==> src/rtl/wbs_pkg.sv <==
package wbs_pkg;
  parameter int REG_W  = 5;
  parameter int CNT_W  = 4;
  parameter int UNIT_W = 3;
  parameter int HOLD_W = 2;

  typedef enum logic [2:0] {
    CLS_ALU    = 3'd0,
    CLS_MUL    = 3'd1,
    CLS_LOAD   = 3'd2,
    CLS_BRANCH = 3'd3,
    CLS_STORE  = 3'd4,
    CLS_DPMUL  = 3'd5
  } opClass_e;

  // strobes from issue control to the tracking datapath
  typedef struct packed {
    logic              wrEn;
    logic [REG_W-1:0]  wrReg;
    logic [CNT_W-1:0]  wrDelay;
    logic              unitEn;
    logic [UNIT_W-1:0] unitId;
    logic [HOLD_W-1:0] unitHold;
    logic              brEn;
  } issueStb_t;
endpackage

==> src/rtl/wbs_issue_ctrl.sv <==
module wbs_issue_ctrl
  import wbs_pkg::*;
#(
  parameter int DLY_MUL    = 1,
  parameter int DLY_LOAD   = 4,
  parameter int DLY_DPMUL  = 9,
  parameter int HOLD_DPMUL = 4,
  localparam int NUM_REGS  = 1 << REG_W,
  localparam int NUM_UNITS = 1 << UNIT_W
) (
  input  logic                 issueValid,
  input  logic [2:0]           issueClass,
  input  logic [REG_W-1:0]     issueDst,
  input  logic [REG_W-1:0]     issueSrcA,
  input  logic [REG_W-1:0]     issueSrcB,
  input  logic [UNIT_W-1:0]    issueUnit,
  input  logic [NUM_REGS-1:0]  pendMask,
  input  logic [NUM_UNITS-1:0] busyMask,
  output issueStb_t            stb,
  output logic                 hazard,
  output logic                 unitBusy
);
  logic knownClass;
  logic wrReq;
  logic brReq;
  logic [CNT_W-1:0]  delaySel;
  logic [HOLD_W-1:0] holdSel;

  always_comb begin
    knownClass = 1'b1;
    wrReq      = 1'b0;
    brReq      = 1'b0;
    delaySel   = '0;
    holdSel    = '0;
    case (issueClass)
      CLS_ALU:    wrReq = 1'b1;
      CLS_MUL:    begin wrReq = 1'b1; delaySel = CNT_W'(DLY_MUL); end
      CLS_LOAD:   begin wrReq = 1'b1; delaySel = CNT_W'(DLY_LOAD); end
      CLS_BRANCH: brReq = 1'b1;
      CLS_STORE:  ;
      CLS_DPMUL: begin
        wrReq    = 1'b1;
        delaySel = CNT_W'(DLY_DPMUL);
        holdSel  = HOLD_W'(HOLD_DPMUL - 1);
      end
      default:    knownClass = 1'b0;
    endcase
  end

  always_comb begin
    stb.wrEn     = issueValid && wrReq;
    stb.wrReg    = issueDst;
    stb.wrDelay  = delaySel;
    stb.unitEn   = issueValid && knownClass;
    stb.unitId   = issueUnit;
    stb.unitHold = holdSel;
    stb.brEn     = issueValid && brReq;
  end

  assign hazard   = issueValid && (pendMask[issueSrcA] || pendMask[issueSrcB]);
  assign unitBusy = issueValid && busyMask[issueUnit];
endmodule

==> src/rtl/wbs_track_dp.sv <==
module wbs_track_dp
  import wbs_pkg::*;
#(
  parameter int DLY_BRANCH = 5,
  localparam int NUM_REGS  = 1 << REG_W,
  localparam int NUM_UNITS = 1 << UNIT_W
) (
  input  logic                 clk,
  input  logic                 rstN,
  input  issueStb_t            stb,
  output logic [NUM_REGS-1:0]  pendMask,
  output logic [NUM_REGS-1:0]  wbVec,
  output logic [NUM_UNITS-1:0] busyMask,
  output logic                 branchTaken
);
  // per-register countdown: a newer write simply reloads it
  for (genvar r = 0; r < NUM_REGS; r++) begin : g_reg
    logic             live;
    logic [CNT_W-1:0] remain;
    always_ff @(posedge clk) begin
      if (!rstN) begin
        live   <= 1'b0;
        remain <= '0;
      end else if (stb.wrEn && stb.wrReg == REG_W'(r)) begin
        live   <= 1'b1;
        remain <= stb.wrDelay;
      end else if (live) begin
        if (remain == '0) live <= 1'b0;
        else              remain <= remain - 1'b1;
      end
    end
    assign pendMask[r] = live && (remain != '0);
    assign wbVec[r]    = live && (remain == '0);
  end

  // per-unit hold counter
  for (genvar u = 0; u < NUM_UNITS; u++) begin : g_unit
    logic [HOLD_W-1:0] hold;
    always_ff @(posedge clk) begin
      if (!rstN)                                       hold <= '0;
      else if (stb.unitEn && stb.unitId == UNIT_W'(u)) hold <= stb.unitHold;
      else if (hold != '0)                             hold <= hold - 1'b1;
    end
    assign busyMask[u] = (hold != '0);
  end

  // branch delay line, one bit per outstanding slot
  logic [DLY_BRANCH:0] brLine;
  always_ff @(posedge clk) begin
    if (!rstN) brLine <= '0;
    else       brLine <= {stb.brEn, brLine[DLY_BRANCH:1]};
  end
  assign branchTaken = brLine[0];
endmodule

==> src/rtl/writeback_scheduler.sv <==
module writeback_scheduler
  import wbs_pkg::*;
#(
  parameter int DLY_MUL    = 1,
  parameter int DLY_LOAD   = 4,
  parameter int DLY_BRANCH = 5,
  parameter int DLY_DPMUL  = 9,
  parameter int HOLD_DPMUL = 4,
  localparam int NUM_REGS  = 1 << REG_W,
  localparam int NUM_UNITS = 1 << UNIT_W
) (
  input  logic                clk,
  input  logic                rstN,
  input  logic                issueValid,
  input  logic [2:0]          issueClass,
  input  logic [REG_W-1:0]    issueDst,
  input  logic [REG_W-1:0]    issueSrcA,
  input  logic [REG_W-1:0]    issueSrcB,
  input  logic [UNIT_W-1:0]   issueUnit,
  output logic                hazard,
  output logic                unitBusy,
  output logic [NUM_REGS-1:0] wbVec,
  output logic                branchTaken
);
  issueStb_t            stb;
  logic [NUM_REGS-1:0]  pendMask;
  logic [NUM_UNITS-1:0] busyMask;

  wbs_issue_ctrl #(
    .DLY_MUL(DLY_MUL), .DLY_LOAD(DLY_LOAD),
    .DLY_DPMUL(DLY_DPMUL), .HOLD_DPMUL(HOLD_DPMUL)
  ) u_ctrl (
    .issueValid(issueValid), .issueClass(issueClass), .issueDst(issueDst),
    .issueSrcA(issueSrcA), .issueSrcB(issueSrcB), .issueUnit(issueUnit),
    .pendMask(pendMask), .busyMask(busyMask),
    .stb(stb), .hazard(hazard), .unitBusy(unitBusy)
  );

  wbs_track_dp #(.DLY_BRANCH(DLY_BRANCH)) u_dp (
    .clk(clk), .rstN(rstN), .stb(stb),
    .pendMask(pendMask), .wbVec(wbVec),
    .busyMask(busyMask), .branchTaken(branchTaken)
  );
endmodule

==> config.mk <==
export PLATFORM = sky130hd
export DESIGN_NAME = writeback_scheduler
export DESIGN_NICKNAME = d
export VERILOG_FILES = /design/src/rtl/wbs_pkg.sv /design/src/rtl/wbs_issue_ctrl.sv /design/src/rtl/wbs_track_dp.sv /design/src/rtl/writeback_scheduler.sv
export SDC_FILE = /design/constraint.sdc
export NUM_CORES = 1
export LEC_CHECK = 0
export BUFFER_PORTS_ARGS = -buffer_cell sky130_fd_sc_hd__buf_2
export CAP_MARGIN = 20
export CORE_MARGIN = 10
export CORE_UTILIZATION = 55
export CTS_BUF_LIST = sky130_fd_sc_hd__clkbuf_2 sky130_fd_sc_hd__clkbuf_4 sky130_fd_sc_hd__clkbuf_8
export CTS_CLUSTER_SIZE = 25
export DETAILED_ROUTE_END_ITERATION = 7
export GPL_TIMING_DRIVEN = 0
export PLACE_DENSITY = 0.73
export SLEW_MARGIN = 20
export SYNTH_ARGS = -nofsm -noshare
export SYNTH_HDL_FRONTEND = slang
export SYNTH_SLANG_ARGS = --single-unit
export TNS_END_PERCENT = 10
==> constraint.sdc <==
create_clock -name clk -period 3 [get_ports clk]
set_clock_uncertainty 0.2 [all_clocks]
set_input_delay 0 -clock clk [delete_from_list [all_inputs] [get_ports clk]]
set_output_delay 0 -clock clk [all_outputs]
set_load 0.05 [all_outputs]
==> impl_metrics.tcl, run 1 <==
set metrics [dict create \
    p_leak_nw 5.78 \
    routedWlPerCell_microns 17.3 \
    num_vias 9058 \
    grt-ovfl-total 0 \
    holdCritPathClass "input port to flop" \
    synth_top_area_share 0.362 \
    synthToLayoutAreaGrowth_pct 14.3 \
    layout.nets 1402 \
    drc 0 \
    slew_headroom 0.323 \
    syn_inst 1249 \
    cp.required_ns 2.80 \
    start_kind "flop" \
    antenna_found_initial 1 \
    worstMarginPinSlew_ns 1.01 \
    grt_usage 0.222 \
    cts_htree_levels 4 \
    cts_tree "built" \
    first_iter_violations 560 \
    cts_buffers 17 \
    setup_ws_ns -0.0403 \
    die_h_microns 155 \
    syn_avg_cell_area_sq_um 8.06 \
    totalWireLength_mm 27.3 \
    p_per_area_nw_per_um2 462 \
    synth_area_leaders "dfxtp_1, nand2_1, xnor2_1, o211a_1, and3_1" \
    cts.clk_slew.worst_paths_ns 0.10 \
    synth.most_common_cell "nand2_1" \
    dp_hpwl_mm 19.5 \
    core.rowCount 49 \
    ys_ff_latch 182 \
    post-route-min-period_ns 3.04 \
    grt_max_degree 17 \
    initial_core_util 0.560 \
    clk-insertion-delay-late_ns 0.49 \
    yosysTopAreaCell "dfxtp_1" \
    routed_via_density 5.73 \
    place.gp.congestion 0.970 \
    place_ws_ns 0.118 \
    grt_pass1_vias 8552 \
    yosysSeqAreaShare 0.362 \
    critPathArrivalTime_ns 2.84 \
    final_cell_area_sq_um 11500 \
    setup.worst_path.class "flop to primary output" \
    root_buffer "clkbuf_8" \
    maxCapViolations 0 \
    rsz0062_at_grt "true" \
    synth.distinct_cells 51 \
    report.power.total_mw 5.31 \
    synth_edf_count 0 \
    drive_above_1_share 0.115 \
    outcome "complete, but fails checks" \
    timing.fmax_ghz 0.329 \
    final_max_slew_viol_count 0 \
    place_area_sq_um 10600 \
    fin_crit_sh 1.01 \
    die_area_sq_um 24100 \
    drt-pass1-iter-count 5 \
    hold_viol_final 0 \
    synth_warnings 0 \
    end_kind "primary output" \
    synthFlopType "dfxtp_1" \
    async_flop_share 0 \
    syn_area_sq_um 10100 \
    ant_nets 0 \
    io_buffer_count 51 \
    cp_max_fo 5 \
    fin_hold_ws_ns 0.0623 \
    grt_pass1_wl_mm 43.4 \
    synth_common_cells "nand2_1, dfxtp_1, inv_1, nor2_1, and3_1" \
    clockBufferDepth 2 \
    violations "setup timing" \
    ir_worst_vdd_v 0.000435 \
    tns_ns -0.0403 \
    ios 59 \
    die_x_microns 155 \
    core_region_area_sq_um 18000 \
    synth_fp_nets 1313 \
    cts.sinks 182 \
    setup_viol 1 \
]
## worst max-delay path: stages, from the launching register on
cell and delay [ns]:
dfxtp_2 0.36, inv_2 0.05, ha_4 0.15, or3b_4 0.25, nand2_4 0.07, mux4_2 0.48, nor3b_2 0.17, a31oi_1 0.21
o22ai_2 0.11, a41oi_2 0.31, buf_6 0.21
## state kept, by name, summed over array words and instances (netlist names)
register	flops
u_dp.brLine	6
u_dp.g.live	32
u_dp.g.remain	128
u_dp.g_unit.hold	16
## layout by cell type (no fill, tap or decap), types with 6 or more instances in the layout
cell type and instances:
a21boi_0 32, a21oi_1 29, a22oi_1 6, and2_1 16, and3_1 80, buf_2 51, clkbuf_1 44, clkbuf_8 18
dfxtp_1 175, dfxtp_2 7, dlygate4sd3_1 21, ha_1 38, inv_1 105, mux4_2 6, nand2_1 221, nand2b_1 6
nand2b_2 8, nand3_1 18, nor2_1 83, nor2b_1 10, nor3_1 8, nor3b_1 9, nor4_1 35, nor4b_1 12
o211a_1 60, o21a_1 12, o21ai_0 37, o31ai_4 7, or3b_2 6, xnor2_1 69, xor2_1 34
## logic make-up (layout without fill, tap and decap cells)
family,after synthesis,in the layout,synth area share
fa+ha+maj,40,40,0.0497
mux,10,10,0.0174
buf+inv,163,265,0.0609
other cells,0,1,0
compound gates,212,212,0.157
flops,182,182,0.362
xor+xnor,103,103,0.0896
simple gates,539,539,0.263
## power by group
part           internal [mW]  switching [mW]
combinational          0.381           0.488
clock                  0.938           0.950
sequential              2.50          0.0537
total                   3.82            1.49
## final timing paths
check	startpoint	to	slack, ns	cells past startpoint
worst max-delay path	u_dp.g_reg[11].remain[1]	hazard	-0.04	10
worst min-delay path	rstN	u_dp.g_reg[25].remain[1]	0.06	3
worst max register to register	u_dp.g_reg[3].remain[0]	u_dp.g_reg[3].remain[3]	0.95	8
worst min register to register	u_dp.brLine[1]	u_dp.brLine[0]	0.24	1
## final cells by class
class / instances / area (sq um)
plain buffers: 45 / 170
clock inverters: 14 / 196
multi-input cells: 904 / 6020
flip-flops and latches: 182 / 3650
repair buffers: 77 / 509
well taps: 229 / 287
inverters: 111 / 417
diodes: 1 / 2.50
fillers: 1590 / 6460
clock buffers: 18 / 248
## per-stage QoR
stage / instances / utilization
floorplan: 1249 / -
global placement: 1529 / 0.591
detailed placement: 1529 / 0.591
CTS: 1581 / 0.634
global route: 1581 / 0.640
finish: 1581 / 0.640
## routing by layer
layer / share of wire / track usage / wire [microns] / up-vias
met4: 0.031 / 0.0824 / 843 / 0
met2: 0.46 / 0.367 / 12700 / 292
met1: 0.44 / 0.276 / 11900 / 4268
met3: 0.068 / 0.0518 / 1870 / 63
met5: 0 / 0 / 0 / -
li1: - / - / - / 4435
## repair_timing
item,CTS,global route
hold buffers,21,0
gates resized for setup,27,32
pin swaps,1,7
endpoints found under the hold margin,87,0
setup endpoints to repair,1,1
setup buffers,0,5
No activity file was read; power rests on OpenSTA's default activity.
==> inputs of run 2 (changes only) <==
--- a/config.mk
+++ b/config.mk
@@ -17,5 +17,6 @@
 export SLEW_MARGIN = 20
 export SYNTH_ARGS = -nofsm -noshare
 export SYNTH_HDL_FRONTEND = slang
+export SYNTH_HIERARCHICAL = 1
 export SYNTH_SLANG_ARGS = --single-unit
 export TNS_END_PERCENT = 10
==> impl_metrics.tcl, run 2 <==
set metrics [dict create \
    dp.cells 1620 \
    post-route-min-period_ns 3.00 \
    grt_usage 0.260 \
    largestRegisters "u_dp/g.remain (128), u_dp/g.live (32), u_dp/g_unit.hold (16)" \
    slew_headroom 0.303 \
    antenna_found_initial 2 \
    met1_usage 0.334 \
    die_area_sq_um 26100 \
    p_per_area_nw_per_um2 424 \
    totalWireLength_mm 35.0 \
    synth_top_area_share 0.331 \
    final_max_slew_viol_count 0 \
    r2r_start "u_dp/g_reg[26].remain[0]" \
    hold_viol_final 0 \
    syn_inst 1308 \
    met3_usage 0.0493 \
    p_leak_nw 4.98 \
    timing.fmax_ghz 0.333 \
    syn_avg_cell_area_sq_um 8.41 \
    grt_max_degree 17 \
    initial_core_util 0.562 \
    synth.most_common_cell "dfxtp_1" \
    core_region_area_sq_um 19600 \
    cts_htree_levels 4 \
    drive_above_1_share 0.248 \
    cp_max_fo 3 \
    clockBufferDepth 2 \
    drt-pass1-iter-count 5 \
    clk-insertion-delay-late_ns 0.48 \
    dp_hpwl_mm 23.0 \
    slowest_delay_ns 0.45 \
    critPathArrivalTime_ns 2.80 \
    routed_via_density 6.37 \
    io_buffer_count 47 \
    synthToLayoutAreaGrowth_pct 18.5 \
    cts_tree "built" \
    power_frac_comb 0.224 \
    grt_pass1_wl_mm 55.1 \
    maxCapViolations 0 \
    start_kind "flop" \
    rsz0062_at_grt "true" \
    ios 59 \
    setup_viol 0 \
    cp.required_ns 2.80 \
    worstMarginPinSlew_ns 1.05 \
    synthFlopType "dfxtp_1" \
    cts_buffers 17 \
    root_buffer "clkbuf_8" \
    fin_crit_sh 1.00 \
    switching_share 0.312 \
    synth_area_leaders "dfxtp_1, a21oi_1, mux2i_1, nand2_1, ha_1" \
    holdCritPathClass "input port to flop" \
    die_h_microns 161 \
    seqPwrFrac 0.473 \
    crit_chain "inv_2 -> ha_2 -> or3b_4 -> nand2_2 -> inv_1 -> mux4_2 -> mux2_4 -> nand3_1 -> and4_1 -> a21boi_2 -> buf_6" \
    cts.sinks 182 \
    end_kind "primary output" \
    outcome "completed" \
    ir_worst_vdd_v 0.000445 \
    cts.clk_slew.worst_paths_ns 0.11 \
    async_flop_share 0 \
    yosysTopAreaCell "dfxtp_1" \
    grt_pass1_vias 10600 \
    grt-ovfl-total 0 \
    drc 0 \
    p_int_mw 3.81 \
    synth.distinct_cells 59 \
    core.rowCount 51 \
    report.power.total_mw 5.54 \
    syn_area_sq_um 11000 \
    num_vias 11000 \
    min_from "issueValid" \
    top_usage_layer "met2" \
    crit_start "u_dp/g_reg[12].remain[0]" \
    setup.worst_path.class "flop to primary output" \
    largest_reg_flops 128 \
    die_x_microns 161 \
    ys_ff_latch 182 \
    routedWlPerCell_microns 20.3 \
    ant_nets 0 \
    layout.nets 1509 \
    cp_slowest_cell "mux4_2" \
    pwr-share-clk 0.303 \
    final_common_cell "dfxtp_1" \
    synth_warnings 6 \
    synth_fp_nets 1372 \
    stdcell_count 1726 \
    yosysSeqAreaShare 0.331 \
    grtUsageMet2 0.409 \
    top_register "u_dp/g.remain" \
    first_iter_violations 1174 \
    synth_edf_count 0 \
    switchingPower_mw 1.72 \
    layout_common_cells "dfxtp_1, a21oi_1, nand2_1, nor3_1, inv_1" \
    synth_common_cells "dfxtp_1, nand2_1, inv_1, a21oi_1, nor3_1" \
    place.gp.congestion 0.939 \
]
## run 2: cell count changes in the layout (fill, tap and decap cells not counted), sizes merged, moves of 34 or more
cell,change
a311oi,+56
nor2,-40
nor3,+77
and3,-48
xor2,-34
buf,+76
mux2i,+53
a21oi,+86
o211a,-60
xnor2,-61
nand2,-91
nor4,-37
nand4b,+37
## run 2: power by group through the flow
stage          clock (mW)  combinational [mW]  sequential [mW]
6_report             1.68                1.24             2.62
3_5_place_dp            0                1.16             2.67
2_1_floorplan           0               0.907             2.66
5_1_grt              1.79                1.36             2.63
4_1_cts              1.70                1.22             2.62
3_3_place_gp            0                1.12             2.67
## run 2: final timing paths
path	end	slack, ns	cells after the start
hold / removal	u_dp/g_unit[7].hold[0]	0.05	5
setup / recovery	hazard	0.001	11
hold reg to reg	u_dp/brLine[0]	0.25	1
setup reg to reg	u_dp/g_reg[26].remain[0]	1.06	6
## run 2: cell families after synthesis
group	synth area share
AOI/OAI and AO/OA	0.204
xor gates and xnor gates	0.00637
adders and majority gates	0.0455
buffers and inverters	0.0792
DFF	0.331
muxes	0.0781
other	0.000341
and+or+nand+nor	0.255
## run 2: area by class of cell
type	instances	area (sq um)
multi-input combinational	924	6960
clock inverter	13	123
timing repair buffer	118	822
clock buffer	19	262
sequential	182	3670
antenna	3	7.51
tap	265	332
buffer	79	410
inverter	123	464
fill	1655	6550
## run 2: what timing repair did
item | CTS | global route
hold buffers | 19 | 0
gates resized for setup | 180 | 10
pin swaps | 38 | 1
endpoints found under the hold margin | 47 | 0
setup buffers | 52 | 0
setup endpoints to repair | 1 | 5
## run 2: critical path: cells and delay by family (launching register included)
kind | cells | cell delay [ns]
AOI/OAI and AO/OA | 1 | 0.08
muxes | 2 | 0.72
and+or+nand+nor | 4 | 0.74
DFF | 1 | 0.34
buffers and inverters | 3 | 0.28
adders and majority gates | 1 | 0.17
## run 2: metal layers
layer	up-vias	share of wire
met3	100	0.089
met4	0	0.042
met2	552	0.45
li1	5149	-
met1	5199	0.42
met5	-	0
## run 2: metrics by stage
step	setup TNS (ns)	utilization	setup slack [ns]	cell area (sq um)	hold WS, ns
after floorplan	0	-	0.406	11000	0.0640
after global placement	0	0.591	0.242	11600	0.213
after detailed placement	0	0.591	0.212	11600	0.224
after CTS	0	0.664	0.000610	13000	0.0800
after global routing	-0.0931	0.666	-0.0931	13000	0.0966
final	0	0.666	0.00110	13000	0.0536
